<file path="config.mk">
export PLATFORM = sky130hd
export DESIGN_NAME = wkup_dbnc_ctrl
export DESIGN_NICKNAME = d
export VERILOG_FILES = /design/src/rtl/wkup_pkg.sv /design/src/rtl/wkup_sync.sv /design/src/rtl/wkup_mode_reg.sv /design/src/rtl/wkup_dbnc.sv /design/src/rtl/wkup_dbnc_ctrl.sv
export SDC_FILE = /design/constraint.sdc
export NUM_CORES = 1
export LEC_CHECK = 0
export ABC_CLOCK_PERIOD_IN_PS = 7200
export BUFFER_PORTS_ARGS = -buffer_cell sky130_fd_sc_hd__buf_4
export CAP_MARGIN = 15
export CORE_UTILIZATION = 53
export DETAILED_ROUTE_END_ITERATION = 10
export GPL_TIMING_DRIVEN = 0
export HOLD_SLACK_MARGIN = 0.05
export PLACE_DENSITY = 0.86
export SETUP_SLACK_MARGIN = 0.05
export SYNTH_ARGS = -nofsm -noshare
export SYNTH_HDL_FRONTEND = slang
export SYNTH_SLANG_ARGS = --single-unit
</file>
<file path="constraint.sdc">
create_clock -name clk -period 7.2 [get_ports clk]
set_input_delay 0.72 -clock clk [delete_from_list [all_inputs] [get_ports clk]]
set_output_delay 0.72 -clock clk [all_outputs]
set_load 0.005 [all_outputs]
</file>
<file path="src/rtl/wkup_pkg.sv">
`timescale 1ns/1ps
package wkup_pkg;
   localparam int          MODE_W      = 32;
   localparam int          DBC_LSB     = 12;
   localparam int          DBC_W       = 3;
   localparam int          EN_RTC_BIT  = 3;
   localparam int          EN_RTT_BIT  = 2;
   localparam int          EN_SUP_BIT  = 1;
   localparam logic [31:0] MODE_MASK   = 32'h0000_700E;

   typedef enum logic [DBC_W-1:0] {
      DBC_NONE = 3'd0,
      DBC_LEN1 = 3'd1,
      DBC_LEN2 = 3'd2,
      DBC_LEN3 = 3'd3,
      DBC_LEN4 = 3'd4,
      DBC_LEN5 = 3'd5,
      DBC_ALT6 = 3'd6,
      DBC_ALT7 = 3'd7
   } dbc_code_e;

   typedef struct packed {
      dbc_code_e code;
      logic      rtc_en;
      logic      rtt_en;
      logic      sup_en;
   } mode_t;
endpackage

</file>
<file path="src/rtl/wkup_sync.sv">
`timescale 1ns/1ps
module wkup_sync #(
   parameter int W      = 2,
   parameter int STAGES = 2
) (
   input  logic         clk,
   input  logic         rst_n,
   input  logic [W-1:0] d,
   output logic [W-1:0] q
);
   generate
      if (STAGES < 2) begin : g_bad_stages
         $error("wkup_sync: STAGES must be at least 2");
      end
      if (W < 1) begin : g_bad_width
         $error("wkup_sync: W must be at least 1");
      end
   endgenerate

   logic [W-1:0] stage_q [STAGES];

   always_ff @(posedge clk or negedge rst_n) begin
      if (!rst_n) begin
         stage_q[0] <= '0;
      end else begin
         stage_q[0] <= d;
      end
   end

   generate
      for (genvar s = 1; s < STAGES; s++) begin : g_stage
         always_ff @(posedge clk or negedge rst_n) begin
            if (!rst_n) begin
               stage_q[s] <= '0;
            end else begin
               stage_q[s] <= stage_q[s-1];
            end
         end
      end
   endgenerate

   assign q = stage_q[STAGES-1];
endmodule

</file>
<file path="src/rtl/wkup_mode_reg.sv">
`timescale 1ns/1ps
module wkup_mode_reg
   import wkup_pkg::*;
(
   input  logic              clk,
   input  logic              rst_n,
   input  logic              wr_en,
   input  logic [MODE_W-1:0] wr_data,
   output logic [MODE_W-1:0] rd_data,
   output mode_t             mode
);
   mode_t mode_q;

   always_ff @(posedge clk or negedge rst_n) begin
      if (!rst_n) begin
         mode_q <= '{code: DBC_NONE, rtc_en: 1'b0, rtt_en: 1'b0, sup_en: 1'b0};
      end else if (wr_en) begin
         mode_q.code   <= dbc_code_e'(wr_data[DBC_LSB +: DBC_W]);
         mode_q.rtc_en <= wr_data[EN_RTC_BIT];
         mode_q.rtt_en <= wr_data[EN_RTT_BIT];
         mode_q.sup_en <= wr_data[EN_SUP_BIT];
      end
   end

   always_comb begin
      rd_data                      = '0;
      rd_data[DBC_LSB +: DBC_W]    = mode_q.code;
      rd_data[EN_RTC_BIT]          = mode_q.rtc_en;
      rd_data[EN_RTT_BIT]          = mode_q.rtt_en;
      rd_data[EN_SUP_BIT]          = mode_q.sup_en;
   end

   assign mode = mode_q;
endmodule

</file>
<file path="src/rtl/wkup_dbnc.sv">
`timescale 1ns/1ps
module wkup_dbnc
   import wkup_pkg::*;
#(
   parameter int CNT_W = 16,
   parameter int LEN1  = 3,
   parameter int LEN2  = 32,
   parameter int LEN3  = 512,
   parameter int LEN4  = 4096,
   parameter int LEN5  = 32768
) (
   input  logic             clk,
   input  logic             rst_n,
   input  logic             active,
   input  dbc_code_e        code,
   output logic             hit,
   output logic [CNT_W-1:0] cnt,
   output logic [CNT_W-1:0] thr
);
   localparam logic [CNT_W-1:0] T0 = CNT_W'(1);
   localparam logic [CNT_W-1:0] T1 = CNT_W'(LEN1);
   localparam logic [CNT_W-1:0] T2 = CNT_W'(LEN2);
   localparam logic [CNT_W-1:0] T3 = CNT_W'(LEN3);
   localparam logic [CNT_W-1:0] T4 = CNT_W'(LEN4);
   localparam logic [CNT_W-1:0] T5 = CNT_W'(LEN5);

   generate
      if (LEN5 >= (2 ** CNT_W)) begin : g_bad_cnt
         $error("wkup_dbnc: CNT_W too narrow for LEN5");
      end
      if (!(LEN1 >= 1 && LEN1 <= LEN2 && LEN2 <= LEN3 && LEN3 <= LEN4 && LEN4 <= LEN5))
      begin : g_bad_order
         $error("wkup_dbnc: lengths must be positive and ascending");
      end
   endgenerate

   always_comb begin
      unique case (code)
         DBC_NONE: thr = T0;
         DBC_LEN1: thr = T1;
         DBC_LEN2: thr = T2;
         DBC_LEN3: thr = T3;
         DBC_LEN4: thr = T4;
         default:  thr = T5;
      endcase
   end

   logic [CNT_W-1:0] cnt_q;

   always_ff @(posedge clk or negedge rst_n) begin
      if (!rst_n) begin
         cnt_q <= '0;
      end else if (!active) begin
         cnt_q <= '0;
      end else if (cnt_q < thr) begin
         cnt_q <= cnt_q + CNT_W'(1);
      end else begin
         cnt_q <= thr;
      end
   end

   assign cnt = cnt_q;
   assign hit = active && (cnt_q >= (thr - CNT_W'(1)));
endmodule

</file>
<file path="src/rtl/wkup_dbnc_ctrl.sv">
`timescale 1ns/1ps
module wkup_dbnc_ctrl
   import wkup_pkg::*;
#(
   parameter int NUM_PINS    = 2,
   parameter int SYNC_STAGES = 2,
   parameter int CNT_W       = 16,
   parameter int LEN1        = 3,
   parameter int LEN2        = 32,
   parameter int LEN3        = 512,
   parameter int LEN4        = 4096,
   parameter int LEN5        = 32768
) (
   input  logic                clk,
   input  logic                rst_n,
   input  logic                reg_wr_en,
   input  logic [31:0]         reg_wr_data,
   output logic [31:0]         reg_rd_data,
   input  logic [NUM_PINS-1:0] wkup_pin,
   input  logic [NUM_PINS-1:0] wkup_pin_en,
   input  logic                rtc_alarm,
   input  logic                rtt_alarm,
   input  logic                supmon_det,
   input  logic                wake_clr,
   output logic                wake_req
);
   generate
      if (NUM_PINS < 1) begin : g_bad_pins
         $error("wkup_dbnc_ctrl: NUM_PINS must be at least 1");
      end
   endgenerate

   mode_t               mode;
   logic [NUM_PINS-1:0] pin_sync;
   logic [NUM_PINS-1:0] pin_masked;
   logic                pin_active;
   logic                pin_hit;
   logic [CNT_W-1:0]    dbnc_cnt;
   logic [CNT_W-1:0]    dbnc_thr;
   logic                alarm_set;
   logic                set_any;
   logic                wake_q;

   wkup_mode_reg u_mode (
      .clk     (clk),
      .rst_n   (rst_n),
      .wr_en   (reg_wr_en),
      .wr_data (reg_wr_data),
      .rd_data (reg_rd_data),
      .mode    (mode)
   );

   wkup_sync #(.W(NUM_PINS), .STAGES(SYNC_STAGES)) u_sync (
      .clk   (clk),
      .rst_n (rst_n),
      .d     (wkup_pin),
      .q     (pin_sync)
   );

   generate
      for (genvar p = 0; p < NUM_PINS; p++) begin : g_mask
         assign pin_masked[p] = pin_sync[p] & wkup_pin_en[p];
      end
   endgenerate

   assign pin_active = |pin_masked;

   wkup_dbnc #(
      .CNT_W (CNT_W),
      .LEN1  (LEN1),
      .LEN2  (LEN2),
      .LEN3  (LEN3),
      .LEN4  (LEN4),
      .LEN5  (LEN5)
   ) u_dbnc (
      .clk    (clk),
      .rst_n  (rst_n),
      .active (pin_active),
      .code   (mode.code),
      .hit    (pin_hit),
      .cnt    (dbnc_cnt),
      .thr    (dbnc_thr)
   );

   assign alarm_set = (rtc_alarm  & mode.rtc_en)
                    | (rtt_alarm  & mode.rtt_en)
                    | (supmon_det & mode.sup_en);
   assign set_any   = alarm_set | pin_hit;

   always_ff @(posedge clk or negedge rst_n) begin
      if (!rst_n) begin
         wake_q <= 1'b0;
      end else if (set_any) begin
         wake_q <= 1'b1;
      end else if (wake_clr) begin
         wake_q <= 1'b0;
      end
   end

   assign wake_req = wake_q;
endmodule

</file>
==> run summary, run 1 <==
RUN STATUS
----------------------------------------------------------------------------------------
Run status                                                                  finished, final reports clean

SYNTH
----------------------------------------------------------------------------------------
Share of synthesized area occupied by flip-flops and latches                       34.0%
Fraction of registers with async set or reset after synthesis                       100%
Post-Synthesis Cells                                                                 210
Largest cells by area after synthesis                                       sky130_fd_sc_hd__dfrtp_1 (34%), sky130_fd_sc_hd__ha_1 (15%), sky130_fd_sc_hd__buf_4 (9.8%)
Synth Area in Compound Gates                                                       9.77%
Top-count cell post-synth                                                   sky130_fd_sc_hd__dfrtp_1
Synthesized area per cell                                                     9.45 sq um
Combined area of all synthesized cells                                      0.00198 sq mm
Synthesis warning total                                                                0
Most area-hungry cell type in the Yosys netlist                             sky130_fd_sc_hd__dfrtp_1
Combinational family with the most area after synthesis                     simple AND/OR/NAND/NOR gates
Proportion of synthesized area in mux cells                                        4.98%
Flops & latches, synth                                                                27
Synth unique cells                                                                    40
Post-synthesis share of cell area spent on and, or, nand and nor gates             17.9%
Commonest cells post-synth                                                  sky130_fd_sc_hd__dfrtp_1 (27), sky130_fd_sc_hd__buf_4 (26), sky130_fd_sc_hd__ha_1 (24)
Xor and xnor fraction of the mapped netlist area                                   6.18%
Predominant post-synthesis flop cell                                        sky130_fd_sc_hd__dfrtp_1
Post-synthesis adder-cell area fraction                                            15.1%
Share of the synthesized area in the top cell type                                 34.0%
Post-synth EDFFs                                                                       0

LAYOUT
----------------------------------------------------------------------------------------
Growth of design area from synthesis to finish                                     18.4%
Non-filler instance count after layout                                               307
# fillers                                                                            293
Post-layout nets                                                                     329
Antenna diode count                                                                    0
Fraction of final layout cells sized beyond drive strength 1                       25.7%

FLOORPLANNING
----------------------------------------------------------------------------------------
Number of rows created at floorplan                                                   21
IO Count                                                                              76
Area enclosed by the die boundary                                           0.00399 sq mm
Die Y                                                                       63.2 microns
Initial cell density of the core                                                   57.2%
Std-Cell Core Area                                                          0.00347 sq mm
Horizontal die dimension                                                    63.2 microns

CRITICAL PATH
----------------------------------------------------------------------------------------
Crit path arrival time                                                           2.86 ns
Crit start category                                                                 flop
Crit path kind                                                              flop to flop
Reg-to-reg endpoint                                                         wake_req$_DFFE_PN0P_
Highest fanout seen on the critical path                                               9
Slack of the worst reg-to-reg path                                               4.56 ns
Nature of the critical path endpoint                                                flop
CP Data Required Time                                                            7.42 ns
Worst r2r path cells                                                                  10
Critical register-to-register path startpoint                               u_mode.mode[5]$_DFFE_PN0P_
CP Launch Point                                                             u_mode.mode[5]$_DFFE_PN0P_

GLOBAL ROUTING
----------------------------------------------------------------------------------------
Remaining global-route overflow                                                        0
Largest net degree at the start of global routing                                     28
Number of global-route vias before repair                                           1566
Global-route wire length before repair                                           7.12 mm
GR Util All Layers                                                                 22.9%
Antenna violations before repair                                                       0

POWER
----------------------------------------------------------------------------------------
Worst voltage drop across the vdd grid                                          0.150 mV
Static leakage                                                                   1.19 nW
Cell Pwr Density                                                             193 mW/mm^2
Post-layout total power                                                           452 uW

DRT
----------------------------------------------------------------------------------------
Via density per instance                                                            5.35
1st-pass router iterations                                                             4
DRC violations left                                                                    0
Total number of vias                                                                1643
Post-DR wirelength/cell                                                     14.1 microns
Iteration-0 DRC Markers                                                               62
Remaining antenna violation count after routing                                        0
Final Routed Wirelength                                                          4.32 mm

FLOW RUN
----------------------------------------------------------------------------------------
Count of max-cap constraint violations                                                 0

TIMING
----------------------------------------------------------------------------------------
Setup clock skew after layout                                                 0.00114 ns
Hold Fails Final Rpt                                                                   0
Achievable Freq                                                                  378 MHz
Portion of the clock cycle consumed by the worst path in the final layout          36.7%
Final setup vio count                                                                  0
Final TNS setup                                                                     0 ns
Slew Limit Fails                                                                       0
RSZ-0062 raised after global routing                                               false
Final period demand of the worst path                                            2.64 ns

PLACED DESIGN
----------------------------------------------------------------------------------------
Routability cong.                                                                  0.951
Count of placed standard cells including taps                                        303
Total of buffers placed on input and output ports                                     22
Detailed placer's ending HPWL                                                    3.16 mm

CTS
----------------------------------------------------------------------------------------
Post-CTS resize count                                                                  0
Bufs on Longest Clock Path                                                             2
Post-cts hold buffer count                                                             0
TritonCTS Sinks                                                                       27
Latest clock arrival within the worst-skew pair                                  0.27 ns
CTS buffer count                                                                       3
Clock tree root buffer cell                                                 sky130_fd_sc_hd__clkbuf_8
H-tree depth                                                                           1
Post-CTS Setup Bufs                                                                    0
TritonCTS clock tree                                                               built
Clock-pin slew of the registers on the worst-case setup and hold paths           0.09 ns

WORST HOLD PATH
----------------------------------------------------------------------------------------
Type of the worst min-delay path                                            input pin to asynchronous set/reset pin

-- worst max-delay path, stage by stage, from the launching register on --
cell	delay [ns]
sky130_fd_sc_hd__dfrtp_1	0.53
sky130_fd_sc_hd__inv_1	0.20
sky130_fd_sc_hd__nand3b_1	0.19
sky130_fd_sc_hd__ha_1	0.24
sky130_fd_sc_hd__inv_1	0.10
sky130_fd_sc_hd__ha_1	0.31
sky130_fd_sc_hd__and4_1	0.18
sky130_fd_sc_hd__o21ai_0	0.07
sky130_fd_sc_hd__or4_1	0.51
sky130_fd_sc_hd__o211ai_1	0.12
sky130_fd_sc_hd__a21o_1	0.13
-- registers in the layout, indices dropped and copies added (netlist names) --
signal,count
wake_req,1
u_sync.q,2
u_dbnc.cnt,16
u_mode.mode,6
u_sync.stage_q,2
-- cells by family (layout without fill, tap and decap cells) --
logic type,count (synthesis),after routing
simple gates,70,70
buf+inv,36,62
compound gates,29,29
flops,27,27
fa+ha+maj,24,24
xor+xnor,14,14
mux,9,9
other cells,1,26
-- cell type report --
cell class,count,area (sq um),share of cell area (%)
flip-flops and latches,27,676,28.8
multi-input cells,172,1170,49.7
repair buffers,22,165,7.03
plain buffers,28,204,8.68
clock inverters,1,7.51,0.319
well taps,46,57.6,2.45
clock buffers,3,41.3,1.76
inverters,8,30.0,1.28
-- power by group --
| part | leakage, nW | switching [mW] | internal, mW |
|---|---|---|---|
| clock network | 0.0217 | 0.0489 | 0.0393 |
| logic | 0.815 | 0.0971 | 0.0821 |
| registers | 0.349 | 0.0193 | 0.166 |
-- worst max-delay path by stage --
| stage | endpoint | cells after the start |
|---|---|---|
| after detailed placement | u_dbnc.cnt[9]$_DFF_PN0_ | 10 |
| after global routing | wake_req$_DFFE_PN0P_ | 10 |
| final | wake_req$_DFFE_PN0P_ | 10 |
| after CTS | u_dbnc.cnt[9]$_DFF_PN0_ | 10 |
| after floorplan | wake_req$_DFFE_PN0P_ | 9 |
| after global placement | wake_req$_DFFE_PN0P_ | 10 |
-- metal layers --
layer,vias up,track usage [%],routed length [microns]
li1,784,-,-
met1,792,29.4,1820
met2,55,39.0,2170
met3,12,3.44,237
met4,0,8.24,93
met5,-,0,0
-- placed cells by master, fill, tap and decap left out, types with 6 or more instances in the layout --
master	Yosys	layout
sky130_fd_sc_hd__a21oi_1	9	9
sky130_fd_sc_hd__dfrtp_1	27	27
sky130_fd_sc_hd__inv_1	8	8
sky130_fd_sc_hd__conb_1	1	26
sky130_fd_sc_hd__buf_4	26	48
sky130_fd_sc_hd__ha_1	24	24
sky130_fd_sc_hd__nand3_1	13	13
sky130_fd_sc_hd__nand2_1	12	12
sky130_fd_sc_hd__mux2_2	7	7
sky130_fd_sc_hd__xnor2_1	8	8
sky130_fd_sc_hd__xor2_1	6	6
sky130_fd_sc_hd__nor2_1	21	21
sky130_fd_sc_hd__o21ai_0	8	8
-- per-stage QoR --
stage               utilization (%)  instance area (sq um)  worst slack (ns)  hold slack, ns
global placement               66.3                   2300              4.69           0.336
floorplan                         -                   2080              4.84           0.331
CTS                            67.7                   2350              4.58           0.348
global route                   67.7                   2350              4.39           0.355
finish                         67.7                   2350              4.56           0.334
detailed placement             66.3                   2300              4.65           0.340
(Power assumes the default switching activity.)
==> run 2: changes to the inputs <==
--- a/config.mk
+++ b/config.mk
@@ -5,14 +5,14 @@
 export SDC_FILE = /design/constraint.sdc
 export NUM_CORES = 1
 export LEC_CHECK = 0
-export ABC_CLOCK_PERIOD_IN_PS = 7200
+export ABC_CLOCK_PERIOD_IN_PS = 2600
 export BUFFER_PORTS_ARGS = -buffer_cell sky130_fd_sc_hd__buf_4
 export CAP_MARGIN = 15
-export CORE_UTILIZATION = 53
+export CORE_UTILIZATION = 49
 export DETAILED_ROUTE_END_ITERATION = 10
 export GPL_TIMING_DRIVEN = 0
 export HOLD_SLACK_MARGIN = 0.05
-export PLACE_DENSITY = 0.86
+export PLACE_DENSITY = 0.8
 export SETUP_SLACK_MARGIN = 0.05
 export SYNTH_ARGS = -nofsm -noshare
 export SYNTH_HDL_FRONTEND = slang
==> constraint.sdc (replaced) <==
create_clock -name clk -period 2.6 [get_ports clk]
set_input_delay 0.26 -clock clk [delete_from_list [all_inputs] [get_ports clk]]
set_output_delay 0.26 -clock clk [all_outputs]
set_load 0.005 [all_outputs]
==> run summary, run 2 (synthesized netlist as in run 1, its figures left out) <==
RUN STATUS
----------------------------------------------------------------------------------------
Run status                                                                  finished, final reports clean

CTS
----------------------------------------------------------------------------------------
CTS buffer count                                                                       3
Clock-pin slew of the registers on the worst-case setup and hold paths           0.10 ns
Latest clock arrival within the worst-skew pair                                  0.29 ns
TritonCTS clock tree                                                               built
Bufs on Longest Clock Path                                                             2
Clock tree root buffer cell                                                 sky130_fd_sc_hd__clkbuf_8
TritonCTS Sinks                                                                       27
H-tree depth                                                                           1

TIMING
----------------------------------------------------------------------------------------
Final TNS setup                                                                     0 ns
Final period demand of the worst path                                            2.50 ns
Achievable Freq                                                                  399 MHz
Final setup vio count                                                                  0
Portion of the clock cycle consumed by the worst path in the final layout          96.3%
Worst slack on hold paths                                                      0.0712 ns
RSZ-0062 raised after global routing                                                true
Setup clock skew after layout                                                 0.00895 ns
Hold Fails Final Rpt                                                                   0
Slew Limit Fails                                                                       0

GLOBAL ROUTING
----------------------------------------------------------------------------------------
Antenna violations before repair                                                       0
Global-route wire length before repair                                           6.50 mm
GR Util All Layers                                                                 19.6%
Number of global-route vias before repair                                           1424
Remaining global-route overflow                                                        0
Largest net degree at the start of global routing                                     28

FLOORPLANNING
----------------------------------------------------------------------------------------
Die Y                                                                       65.6 microns
Area enclosed by the die boundary                                           0.00431 sq mm
Number of rows created at floorplan                                                   22
IO Count                                                                              76
Horizontal die dimension                                                    65.6 microns
Std-Cell Core Area                                                          0.00377 sq mm
Initial cell density of the core                                                   52.6%

LAYOUT
----------------------------------------------------------------------------------------
Most common library cell in the layout ignoring fill and taps               sky130_fd_sc_hd__buf_4
# fillers                                                                            320
Final non-filler cell area                                                  0.00246 sq mm
Flip-flop count of the largest register after layout                                  16
Fraction of final layout cells sized beyond drive strength 1                       30.0%
Growth of design area from synthesis to finish                                     23.8%
Antenna diode count                                                                    0
Post-layout nets                                                                     338
Non-filler instance count after layout                                               318
Most frequent cells in the layout                                           sky130_fd_sc_hd__buf_4 (55), sky130_fd_sc_hd__conb_1 (26), sky130_fd_sc_hd__dfrtp_1 (25), sky130_fd_sc_hd__ha_1 (22), sky130_fd_sc_hd__nor2_1 (20)

CRITICAL PATH
----------------------------------------------------------------------------------------
Highest fanout seen on the critical path                                              10
Worst path buffer plus inverter count                                                  1
CP Data Required Time                                                            2.84 ns
Slowest stage cell on the critical path                                     sky130_fd_sc_hd__or4_1
Crit path kind                                                              flop to flop
Crit path arrival time                                                           2.74 ns
Crit start category                                                                 flop
Family with the most delay on the worst path                                simple AND/OR/NAND/NOR gates
Cell breakdown of the critical path                                         buf_6 > or2_2 > ha_4 > nor2_2 > a31oi_1 > ha_1 > nand4_1 > or4_1 > o211ai_1 > a21o_1
Nature of the critical path endpoint                                                flop
Maximum cell stage delay along the critical path                                 0.53 ns

POWER
----------------------------------------------------------------------------------------
Post-layout total power                                                          1.37 mW
Static leakage                                                                   1.22 nW
Cell Pwr Density                                                             558 mW/mm^2
Worst voltage drop across the vdd grid                                          0.382 mV

PLACED DESIGN
----------------------------------------------------------------------------------------
Count of placed standard cells including taps                                        305
Total of buffers placed on input and output ports                                     22
Placed instance area                                                        0.00230 sq mm
Routability cong.                                                                  0.882
Detailed placer's ending HPWL                                                    3.05 mm

DRT
----------------------------------------------------------------------------------------
Final Routed Wirelength                                                          4.01 mm
Total number of vias                                                                1621
Via density per instance                                                            5.10
1st-pass router iterations                                                             4
Iteration-0 DRC Markers                                                               50
DRC violations left                                                                    0
Post-DR wirelength/cell                                                     12.6 microns
Remaining antenna violation count after routing                                        0

WORST HOLD PATH
----------------------------------------------------------------------------------------
Type of the worst min-delay path                                            input pin to flop

FLOW RUN
----------------------------------------------------------------------------------------
Count of max-cap constraint violations                                                 0

==> run 2: cell types whose count changed in the layout (fill, tap and decap cells not counted), sizes merged <==
cell         delta
buf             +7
clkbuf          +1
dlygate4sd3     +1
==> run 2: area by class of cell <==
type | instances | area (sq um) | share of cell area [%]
Tap cell | 48 | 60.1 | 2.45
Clock inverter | 1 | 7.51 | 0.306
Timing Repair Buffer | 31 | 233 | 9.48
Multi-Input combinational cell | 172 | 1200 | 48.7
Sequential cell | 27 | 678 | 27.6
Inverter | 8 | 30.0 | 1.22
Clock buffer | 3 | 41.3 | 1.68
Buffer | 28 | 210 | 8.56
==> run 2: where the power goes <==
group,switching (mW),internal [mW]
clock network,0.142,0.109
logic,0.291,0.313
registers,0.0544,0.459
==> run 2: repair_timing <==
| item | in CTS | in global routing |
|---|---|---|
| cloned | 0 | 0 |
| resized for setup | 5 | 4 |
| endpoints found under the hold margin | 27 | 0 |
| setup endpoints to repair | 1 | 3 |
| pin swaps | 2 | 5 |
| setup buffers | 1 | 7 |
| hold buffers | 1 | 0 |
==> run 2: through the flow <==
step | utilization [%] | setup slack, ns
3_3_place_gp | 61.1 | -0.0305
4_1_cts | 63.1 | 0.0651
5_1_grt | 65.1 | -0.0375
6_report | 65.1 | 0.0961
2_1_floorplan | - | 0.243
3_5_place_dp | 61.1 | -0.0244
==> run 2: metal layers <==
layer / routed length, microns / track usage (%) / up-vias
li1: - / - / 800
met1: 1860 / 27.8 / 772
met2: 1950 / 32.3 / 46
met3: 171 / 2.08 / 3
met4: 31 / 3.53 / 0
met5: 0 / 0 / -
==> run 2: worst paths after layout <==
kind                                             startpoint                     endpoint  slack (ns)  depth (start not counted)
worst max-delay path             u_mode.mode[4]$_DFFE_PN0P_         wake_req$_DFFE_PN0P_         0.1                         10
worst max register to register   u_mode.mode[4]$_DFFE_PN0P_         wake_req$_DFFE_PN0P_         0.1                         10
min in group asynchronous                             rst_n  u_sync.stage_q[2]$_DFF_PN0_        0.41                          2
max in group asynchronous                             rst_n   u_mode.mode[3]$_DFFE_PN0P_        1.92                          2
worst min-delay path                            wkup_pin[0]  u_sync.stage_q[2]$_DFF_PN0_        0.07                          1
worst min register to register  u_sync.stage_q[3]$_DFF_PN0_        u_sync.q[1]$_DFF_PN0_        0.36                          0
==> run 3: changes to the inputs <==
--- a/config.mk
+++ b/config.mk
@@ -13,6 +13,7 @@
 export GPL_TIMING_DRIVEN = 0
 export HOLD_SLACK_MARGIN = 0.05
 export PLACE_DENSITY = 0.8
+export RECOVER_POWER = 25
 export SETUP_SLACK_MARGIN = 0.05
 export SYNTH_ARGS = -nofsm -noshare
 export SYNTH_HDL_FRONTEND = slang
==> run summary, run 3 (synthesized netlist as in run 1, its figures left out) <==
RUN STATUS
----------------------------------------------------------------------------------------
Run status                                                                  finished, final reports clean

TIMING
----------------------------------------------------------------------------------------
Final period demand of the worst path                                            2.50 ns
Transition at the pin with the smallest max-transition slack                     1.41 ns
Slew Limit Fails                                                                       0
Final TNS setup                                                                     0 ns
Final setup vio count                                                                  0
Achievable Freq                                                                  399 MHz
Portion of the clock cycle consumed by the worst path in the final layout          96.3%
Setup clock skew after layout                                                 0.00895 ns
Max-slew headroom at the worst pin                                                 6.19%
Worst slack on hold paths                                                      0.0931 ns
RSZ-0062 raised after global routing                                                true
Hold Fails Final Rpt                                                                   0

PLACED DESIGN
----------------------------------------------------------------------------------------
Count of placed standard cells including taps                                        305
Placed instance area                                                        0.00230 sq mm
Routability cong.                                                                  0.882
Detailed placer's ending HPWL                                                    3.05 mm
Total of buffers placed on input and output ports                                     22

POWER
----------------------------------------------------------------------------------------
Static leakage                                                                   1.22 nW
Internal power summed over all cells                                              881 uW
Worst voltage drop across the vdd grid                                          0.382 mV
Share of power burned in the clock network                                         18.4%
Sequential share of power                                                          37.5%
Total net switching power                                                         488 uW
Post-layout total power                                                          1.37 mW
Combinational power share                                                          44.1%
Net Sw Frac                                                                        35.6%
Cell Pwr Density                                                             558 mW/mm^2

LAYOUT
----------------------------------------------------------------------------------------
Post-layout nets                                                                     338
Non-filler instance count after layout                                               318
Flip-flop count of the largest register after layout                                  16
Fraction of final layout cells sized beyond drive strength 1                       29.6%
Final non-filler cell area                                                  0.00245 sq mm
Growth of design area from synthesis to finish                                     23.6%
Antenna diode count                                                                    0
Area taken by multi-input logic gates                                       0.00120 sq mm
# fillers                                                                            320
Most common library cell in the layout ignoring fill and taps               sky130_fd_sc_hd__buf_4
Most frequent cells in the layout                                           sky130_fd_sc_hd__buf_4 (52), sky130_fd_sc_hd__conb_1 (26), sky130_fd_sc_hd__dfrtp_1 (25), sky130_fd_sc_hd__ha_1 (22), sky130_fd_sc_hd__nor2_1 (20)
Area taken by flip-flops and latches                                           678 sq um

CTS
----------------------------------------------------------------------------------------
TritonCTS clock tree                                                               built
TritonCTS Sinks                                                                       27
H-tree depth                                                                           1
Latest clock arrival within the worst-skew pair                                  0.29 ns
CTS buffer count                                                                       3
Clock-pin slew of the registers on the worst-case setup and hold paths           0.10 ns
Bufs on Longest Clock Path                                                             2
Clock tree root buffer cell                                                 sky130_fd_sc_hd__clkbuf_8

GLOBAL ROUTING
----------------------------------------------------------------------------------------
GR Util All Layers                                                                 19.6%
Antenna violations before repair                                                       0
Remaining global-route overflow                                                        0
Global-route wire length before repair                                           6.50 mm
Largest net degree at the start of global routing                                     28
Number of global-route vias before repair                                           1424

WORST HOLD PATH
----------------------------------------------------------------------------------------
Type of the worst min-delay path                                            input pin to flop

FLOORPLANNING
----------------------------------------------------------------------------------------
Die Y                                                                       65.6 microns
Horizontal die dimension                                                    65.6 microns
Initial cell density of the core                                                   52.6%
Number of rows created at floorplan                                                   22
Std-Cell Core Area                                                          0.00377 sq mm
IO Count                                                                              76
Area enclosed by the die boundary                                           0.00431 sq mm

CRITICAL PATH
----------------------------------------------------------------------------------------
Crit path kind                                                              flop to flop
Crit path arrival time                                                           2.74 ns
Highest fanout seen on the critical path                                              10
CP Data Required Time                                                            2.84 ns
Crit start category                                                                 flop
Nature of the critical path endpoint                                                flop

DRT
----------------------------------------------------------------------------------------
DRC violations left                                                                    0
Final Routed Wirelength                                                          4.02 mm
Via density per instance                                                            5.08
Iteration-0 DRC Markers                                                               50
Remaining antenna violation count after routing                                        0
Total number of vias                                                                1616
1st-pass router iterations                                                             4
Post-DR wirelength/cell                                                     12.6 microns

FLOW RUN
----------------------------------------------------------------------------------------
Count of max-cap constraint violations                                                 0

## run 3: cell count changes in the layout (fill, tap and decap cells not counted)
cell / previous run / this run
sky130_fd_sc_hd__clkbuf_4: 0 / 2
sky130_fd_sc_hd__buf_4: 55 / 52
sky130_fd_sc_hd__clkbuf_1: 1 / 2
## run 3: path summary, 6_finish.rpt
check	slack [ns]	to	depth (start not counted)	start
max in group asynchronous	0.86	u_mode.mode[3]$_DFFE_PN0P_	2	rst_n
min reg2reg	0.36	u_sync.q[1]$_DFF_PN0_	0	u_sync.stage_q[3]$_DFF_PN0_
min	0.09	u_sync.stage_q[2]$_DFF_PN0_	1	wkup_pin[0]
max reg2reg	0.1	wake_req$_DFFE_PN0P_	10	u_mode.mode[4]$_DFFE_PN0P_
min in group asynchronous	0.82	u_sync.stage_q[2]$_DFF_PN0_	2	rst_n
max	0.1	wake_req$_DFFE_PN0P_	10	u_mode.mode[4]$_DFFE_PN0P_
## run 3: layout make-up
class                   count  share of cell area (%)
clock buffers               3                    1.68
inverters                   8                    1.22
repair buffers             31                    9.34
clock inverters             1                   0.306
flip-flops and latches     27                    27.7
plain buffers              28                    8.57
well taps                  48                    2.45
multi-input cells         172                    48.8
## run 3: repair_timing
item | CTS | global route
setup endpoints to repair | 1 | 3
setup buffers | 1 | 7
endpoints found under the hold margin | 27 | 0
hold buffers | 1 | 0
gates resized for setup | 5 | 4
pin swaps | 2 | 5
## run 3: layer usage
metal / routed length, microns / share of wire [%] / up-vias / GRT usage, %
li1: - / - / 800 / -
met1: 1870 / 47 / 767 / 27.8
met2: 1940 / 48 / 46 / 32.3
met3: 173 / 4.3 / 3 / 2.08
met4: 31 / 0.77 / 0 / 3.53
met5: 0 / 0 / - / 0
## run 3: worst max-delay path: stages, from the launching register on
cell and delay (ns):
sky130_fd_sc_hd__dfrtp_1 0.40, sky130_fd_sc_hd__buf_6 0.14, sky130_fd_sc_hd__or2_2 0.31, sky130_fd_sc_hd__ha_4 0.18
sky130_fd_sc_hd__nor2_2 0.11, sky130_fd_sc_hd__a31oi_1 0.05, sky130_fd_sc_hd__ha_1 0.30, sky130_fd_sc_hd__nand4_1 0.11
sky130_fd_sc_hd__or4_1 0.53, sky130_fd_sc_hd__o211ai_1 0.16, sky130_fd_sc_hd__a21o_1 0.15
## run 3: power by group through the flow
stage / sequential (mW) / combinational, mW / clock (mW)
4_1_cts: 0.513 / 0.499 / 0.251
3_5_place_dp: 0.520 / 0.478 / 0
6_report: 0.514 / 0.604 / 0.252
5_1_grt: 0.522 / 0.664 / 0.275
3_3_place_gp: 0.518 / 0.462 / 0
2_1_floorplan: 0.505 / 0.360 / 0
## run 3: per-stage QoR
step,util (%),setup slack (ns)
global route,65.0,-0.0375
finish,65.0,0.0964
detailed placement,61.1,-0.0244
floorplan,-,0.243
CTS,63.1,0.0651
global placement,61.1,-0.0305
